==> src/rtl/aclk_pkg.sv <==
package aclk_pkg;

    localparam int FRAME_HI_DEF    = 512;
    localparam int FRAME_LO_DEF    = 384;
    localparam int BITS_N_DEF      = 32;
    localparam int BITS_W_DEF      = 48;
    localparam int CODE_W          = 3;
    localparam int CODE_MAX_HI_DEF = 4;
    localparam int CODE_MAX_LO_DEF = 3;

    typedef enum logic {
        FAM_HI = 1'b0,
        FAM_LO = 1'b1
    } fam_e;

    typedef struct packed {
        fam_e              fam;
        logic              wide;
        logic [CODE_W-1:0] code;
    } clk_cfg_t;

    function automatic logic code_ok(clk_cfg_t cfg, int max_hi, int max_lo);
        int lim;
        lim = (cfg.fam == FAM_LO) ? max_lo : max_hi;
        return int'(cfg.code) <= lim;
    endfunction

endpackage

==> src/rtl/aclk_mclk_div.sv <==
module aclk_mclk_div #(
    parameter int CODE_W = 3,
    parameter int CNT_W  = 4
) (
    input  logic              clk,
    input  logic              rst,
    input  logic              active,
    input  logic              ok,
    input  logic [CODE_W-1:0] code,
    output logic              mclk_en
);
    logic [CNT_W-1:0] cnt;
    logic [CNT_W-1:0] mask;

    assign mask = ~({CNT_W{1'b1}} << code);

    always_ff @(posedge clk) begin
        if (rst || !active || !ok) begin
            cnt     <= '0;
            mclk_en <= 1'b0;
        end else begin
            mclk_en <= (cnt == '0);
            cnt     <= (cnt + 1'b1) & mask;
        end
    end
endmodule

==> src/rtl/aclk_bclk_gen.sv <==
module aclk_bclk_gen #(
    parameter int ACC_W    = 10,
    parameter int FRAME_HI = 512,
    parameter int FRAME_LO = 384,
    parameter int BITS_N   = 32,
    parameter int BITS_W   = 48
) (
    input  logic clk,
    input  logic rst,
    input  logic active,
    input  logic fam_lo,
    input  logic wide,
    output logic bclk,
    output logic step
);
    logic [ACC_W-1:0] acc;
    logic [ACC_W-1:0] frame;
    logic [ACC_W-1:0] inc;
    logic [ACC_W-1:0] sum;
    logic             wrap;

    assign frame = fam_lo ? ACC_W'(FRAME_LO) : ACC_W'(FRAME_HI);
    assign inc   = wide ? ACC_W'(2 * BITS_W) : ACC_W'(2 * BITS_N);
    assign sum   = acc + inc;
    assign wrap  = (sum >= frame);
    assign step  = active && wrap;

    always_ff @(posedge clk) begin
        if (rst || !active) begin
            acc  <= '0;
            bclk <= 1'b0;
        end else if (wrap) begin
            acc  <= sum - frame;
            bclk <= ~bclk;
        end else begin
            acc  <= sum;
        end
    end
endmodule

==> src/rtl/aclk_fclk_gen.sv <==
module aclk_fclk_gen #(
    parameter int CNT_W  = 6,
    parameter int BITS_N = 32,
    parameter int BITS_W = 48
) (
    input  logic clk,
    input  logic rst,
    input  logic active,
    input  logic wide,
    input  logic step,
    output logic fclk
);
    logic [CNT_W-1:0] cnt;
    logic [CNT_W-1:0] lim;

    assign lim = wide ? CNT_W'(BITS_W - 1) : CNT_W'(BITS_N - 1);

    always_ff @(posedge clk) begin
        if (rst || !active) begin
            cnt  <= '0;
            fclk <= 1'b0;
        end else if (step) begin
            if (cnt == lim) begin
                cnt  <= '0;
                fclk <= ~fclk;
            end else begin
                cnt <= cnt + 1'b1;
            end
        end
    end
endmodule

==> src/rtl/aclk_divider.sv <==
module aclk_divider
    import aclk_pkg::*;
#(
    parameter int FRAME_HI    = FRAME_HI_DEF,
    parameter int FRAME_LO    = FRAME_LO_DEF,
    parameter int BITS_N      = BITS_N_DEF,
    parameter int BITS_W      = BITS_W_DEF,
    parameter int CODE_MAX_HI = CODE_MAX_HI_DEF,
    parameter int CODE_MAX_LO = CODE_MAX_LO_DEF
) (
    input  logic              clk,
    input  logic              rst,
    input  logic              run,
    input  logic              gate,
    input  logic              fam_lo,
    input  logic [CODE_W-1:0] mult_code,
    input  logic              wide,
    output logic              mclk_en,
    output logic              bclk,
    output logic              fclk,
    output logic              cfg_err
);
    localparam int MC_W  = CODE_MAX_HI;
    localparam int ACC_W = $clog2(FRAME_HI + 2 * BITS_W + 1);
    localparam int FC_W  = $clog2(BITS_W);

    clk_cfg_t cfg;
    logic     active;
    logic     ok;
    logic     step;

    assign cfg.fam  = fam_e'(fam_lo);
    assign cfg.wide = wide;
    assign cfg.code = mult_code;
    assign active   = run && !gate;
    assign ok       = code_ok(cfg, CODE_MAX_HI, CODE_MAX_LO);

    always_ff @(posedge clk) begin
        if (rst) cfg_err <= 1'b0;
        else     cfg_err <= !ok;
    end

    aclk_mclk_div #(
        .CODE_W(CODE_W),
        .CNT_W (MC_W)
    ) u_mclk (
        .clk    (clk),
        .rst    (rst),
        .active (active),
        .ok     (ok),
        .code   (cfg.code),
        .mclk_en(mclk_en)
    );

    aclk_bclk_gen #(
        .ACC_W   (ACC_W),
        .FRAME_HI(FRAME_HI),
        .FRAME_LO(FRAME_LO),
        .BITS_N  (BITS_N),
        .BITS_W  (BITS_W)
    ) u_bclk (
        .clk   (clk),
        .rst   (rst),
        .active(active),
        .fam_lo(cfg.fam == FAM_LO),
        .wide  (cfg.wide),
        .bclk  (bclk),
        .step  (step)
    );

    aclk_fclk_gen #(
        .CNT_W (FC_W),
        .BITS_N(BITS_N),
        .BITS_W(BITS_W)
    ) u_fclk (
        .clk   (clk),
        .rst   (rst),
        .active(active),
        .wide  (cfg.wide),
        .step  (step),
        .fclk  (fclk)
    );
endmodule

==> config.mk <==
export PLATFORM = sky130hd
export DESIGN_NAME = aclk_divider
export DESIGN_NICKNAME = d
export VERILOG_FILES = /design/src/rtl/aclk_pkg.sv /design/src/rtl/aclk_mclk_div.sv /design/src/rtl/aclk_bclk_gen.sv /design/src/rtl/aclk_fclk_gen.sv /design/src/rtl/aclk_divider.sv
export SDC_FILE = /design/constraint.sdc
export NUM_CORES = 1
export LEC_CHECK = 0
export BUFFER_PORTS_ARGS = -buffer_cell sky130_fd_sc_hd__buf_2
export CORE_MARGIN = 2
export CORE_UTILIZATION = 55
export DETAILED_ROUTE_END_ITERATION = 7
export PLACE_DENSITY = 0.76
export SYNTH_ARGS = -nofsm -noshare
export SYNTH_HDL_FRONTEND = slang
export SYNTH_SLANG_ARGS = --single-unit
==> constraint.sdc <==
create_clock -name clk -period 2.85 [get_ports clk]
set_input_delay 0.1425 -clock clk [delete_from_list [all_inputs] [get_ports clk]]
set_output_delay 0.1425 -clock clk [all_outputs]
set_load 0.02 [all_outputs]
==> run summary <==
The flow ran to the end, and the final reports show no timing, DRC or antenna violations. The part of the power in combinational logic is 0.142. For this run, design rule violations remaining after detail routing come to 0.

The effective utilization at floorplan came out at 0.5892. In this run, post-CTS repair resized a total of 0 instances. The minimum clock period after layout is 2.513 ns. The final instance area came out at 1140 um^2.

The remaining max-slew budget at the tightest pin is 0.4544. The non-filler instance count after layout is 154. The tightest min-delay check is of the in -> reg type. The cell row count came out at 15. For this design the ratio of total power to cell area is 413.8 nW/um^2.

The post-synthesis net count came out at 136. The maximum clock skew at final layout came out at 0.0008478 ns. The accumulated negative setup slack came out at 0 ns. The critical path is of the reg -> reg type.

The root buffer selected by CTS is sky130_fd_sc_hd__clkbuf_4. The total detailed-routing wirelength came out at 1.923 mm. After detailed routing, the number of vias per cell comes to 5.578. The library cell used most frequently in the layout, excluding fill and tap cells, is sky130_fd_sc_hd__dfxtp_1. In the synthesized netlist, the number of instances is 115. The share of layout cells above drive strength 1 is 0.1318. The number of synthesized flops with an enable pin came out at 0.

The number of setup buffers added after CTS came out at 0. The height of the chip came out at 47.25 um. The total CTS buffers came out at 3. The placeable core region came out at 1745 um^2. Internal power comes to 351.8 uW.

The number of sinks on the clock net came out at 19. The part of the total power dissipated in the clock network came out at 0.279. The layout net count is 151.

The net switching fraction of the power is 0.2540. Entering global routing, the biggest net connects 17 pins. The category of the worst setup path launch point is a flop. The achievable clock frequency came out at 397.9 MHz. Once placement finished, the instance area stood at 1114 um^2. The most used flip-flop cell after synthesis is sky130_fd_sc_hd__dfxtp_1. The floorplan step defined a die boundary enclosing 2232 um^2.

The switching power is 119.8 uW. The share of the clock period used by the worst path after layout came out at 0.8817. The number of placed instances, taps included came out at 150.

The number of design-rule violations left by the first detailed-router iteration came out at 7. For this block, the via count after detailed routing is 859. The fraction of registers with async set or reset after synthesis is 0.

The fraction of power consumed by sequential logic is 0.579. Counting flops and latches in the post-synthesis netlist gives 19. At the pin with the least slew margin, the transition time is 0.8166 ns. 0 antenna diodes ended up in the layout. The number of placed I/O pins is 13. Input and output buffers added on the ports amount to 12. The post-route worst hold slack came out at 0.02604 ns. The maximum ir drop on the vdd rail came out at 0.0002724 V. In this run the number of H-tree levels came out at 1.

For the worst-skew pair, the clock arrives at the later sink with an insertion delay of 0.29 ns. In the layout the commonest cells are sky130_fd_sc_hd__dfxtp_1, sky130_fd_sc_hd__buf_2, sky130_fd_sc_hd__ha_1, sky130_fd_sc_hd__inv_1, sky130_fd_sc_hd__nand2_1. The half-perimeter wire length of the detailed placement result came out at 1.502 mm. The layout-stage area growth over the synthesis result is 10.83%.

The number of endpoints failing setup at the final stage is 0. The tool flagged a number of max-cap violations equal to 0. The number of antenna violations at the first check in global routing came out at 0. The total design power is 471.6 uW. TritonCTS built the clock tree. The first-pass GRT wire length came out at 3.270 mm.

The number of hold violations in the final report came to 0. Clock-pin slew was measured on the worst setup and hold paths at 0.10 ns. The floorplan step set the die width to 47.25 um. Dividing the detail-routed wire length by the instance count gives 12.49 um. The longest clock path from root to sink contains 2 buffers. At the worst endpoint, the arrival time is 2.75 ns. The Yosys warning count is 0.

The number of detailed-route iterations in the first pass is 5. The category of the worst setup path capture point is a flop. The number of nets with antenna violations after detailed routing came out at 0.

The total global-route track usage is 0.2056. The worst endpoint required time is 3.09 ns. The final number of max-transition violations is 0.

The count of unique library cells instantiated by Yosys came out at 34. The leakage power total is 0.0004516 uW. The number of buffers inserted by hold repair at cts came out at 0. Setup repair after global routing left no endpoint under its margin.

After synthesis, the mean cell area works out to 8.943 um^2. The netlist area before placement came out at 1028 um^2. The sequential area share after synthesis is 0.3698. The remaining global-route overflow came out at 0. The largest driver fanout on the critical path is 12.

Routability-driven placement finished with a final weighted congestion of 0.7232. The number of global-route vias before repair is 828.
==> power by group through the flow <==
stage / logic [uW] / registers [uW] / clock network (uW)
2_1_floorplan: 42.4 / 281 / 0
3_3_place_gp: 64.2 / 279 / 0
3_5_place_dp: 66.9 / 279 / 0
4_1_cts: 67.6 / 273 / 137
5_1_grt: 76.5 / 273 / 146
6_report: 67.0 / 273 / 132
==> cells in the mapped netlist (2+ instances only) <==
cell | instances | area share
sky130_fd_sc_hd__a21oi_1 | 5 | 0.024
sky130_fd_sc_hd__a32oi_1 | 2 | 0.017
sky130_fd_sc_hd__buf_2 | 2 | 0.0097
sky130_fd_sc_hd__dfxtp_1 | 19 | 0.37
sky130_fd_sc_hd__ha_1 | 11 | 0.13
sky130_fd_sc_hd__inv_1 | 9 | 0.033
sky130_fd_sc_hd__nand2_1 | 9 | 0.033
sky130_fd_sc_hd__nand3_1 | 7 | 0.034
sky130_fd_sc_hd__nand3b_1 | 3 | 0.022
sky130_fd_sc_hd__nor2_1 | 5 | 0.018
sky130_fd_sc_hd__nor2b_1 | 2 | 0.012
sky130_fd_sc_hd__nor3_1 | 5 | 0.024
sky130_fd_sc_hd__nor3b_1 | 2 | 0.015
sky130_fd_sc_hd__nor4_1 | 2 | 0.012
sky130_fd_sc_hd__o21ai_0 | 4 | 0.019
sky130_fd_sc_hd__o21ai_1 | 2 | 0.0097
sky130_fd_sc_hd__or3_1 | 2 | 0.012
sky130_fd_sc_hd__or3b_1 | 2 | 0.017
sky130_fd_sc_hd__or4_1 | 2 | 0.015
sky130_fd_sc_hd__xnor2_1 | 6 | 0.051
==> per-stage QoR <==
stage | util | setup WS [ns]
floorplan | - | 0.6386
global placement | 0.6380 | 0.4532
detailed placement | 0.6380 | 0.3781
CTS | 0.6530 | 0.3359
global route | 0.6530 | 0.1717
finish | 0.6530 | 0.3371
==> worst max-delay path, stage by stage, from the launching register on <==
cell and delay, ns:
sky130_fd_sc_hd__dfxtp_1 0.34, sky130_fd_sc_hd__ha_1 0.16, sky130_fd_sc_hd__inv_1 0.05, sky130_fd_sc_hd__ha_1 0.19, sky130_fd_sc_hd__nand3b_1 0.18, sky130_fd_sc_hd__xnor2_1 0.21
sky130_fd_sc_hd__ha_1 0.23, sky130_fd_sc_hd__nor3b_1 0.08, sky130_fd_sc_hd__a211o_1 0.42, sky130_fd_sc_hd__or4_1 0.50, sky130_fd_sc_hd__nand3_1 0.09
==> logic make-up after synthesis <==
logic type,count (synthesis),share of synthesized area
flops,19,0.3698
simple gates,44,0.2324
compound gates,21,0.1387
fa+ha+maj,12,0.1533
buf+inv,12,0.04622
xor+xnor,7,0.05961
==> layer usage <==
layer | up-vias | wire [um] | GRT usage
met4 | 0 | 19 | 0.08333
met3 | 4 | 40 | 0.02308
li1 | 444 | - | -
met5 | - | 0 | 0
met2 | 11 | 1017 | 0.3865
met1 | 400 | 845 | 0.2308
==> final timing paths <==
path	startpoint	to	depth (start not counted)	slack (ns)
worst max-delay path	u_bclk.acc[5]	u_fclk.cnt[3]	10	0.34
worst min-delay path	rst	cfg_err	2	0.03
worst max register to register	u_bclk.acc[5]	u_fclk.cnt[3]	10	0.34
worst min register to register	u_fclk.cnt[1]	u_fclk.cnt[1]	2	0.48
==> registers in the layout, indices dropped and copies added, names as in the netlist <==
signal / count
u_fclk.fclk: 1
u_mclk.mclk_en: 1
cfg_err: 1
u_bclk.acc: 5
u_fclk.cnt: 6
u_bclk.bclk: 1
u_mclk.cnt: 4
==> final cells by class <==
class / count / area [um^2]
tap: 25 / 31.28
inverter: 9 / 33.78
multi-input combinational: 84 / 600.6
sequential: 19 / 380.4
clock buffer: 4 / 26.28
timing repair buffer: 13 / 67.56
fill: 157 / 605.6
(Power assumes the default switching activity.)
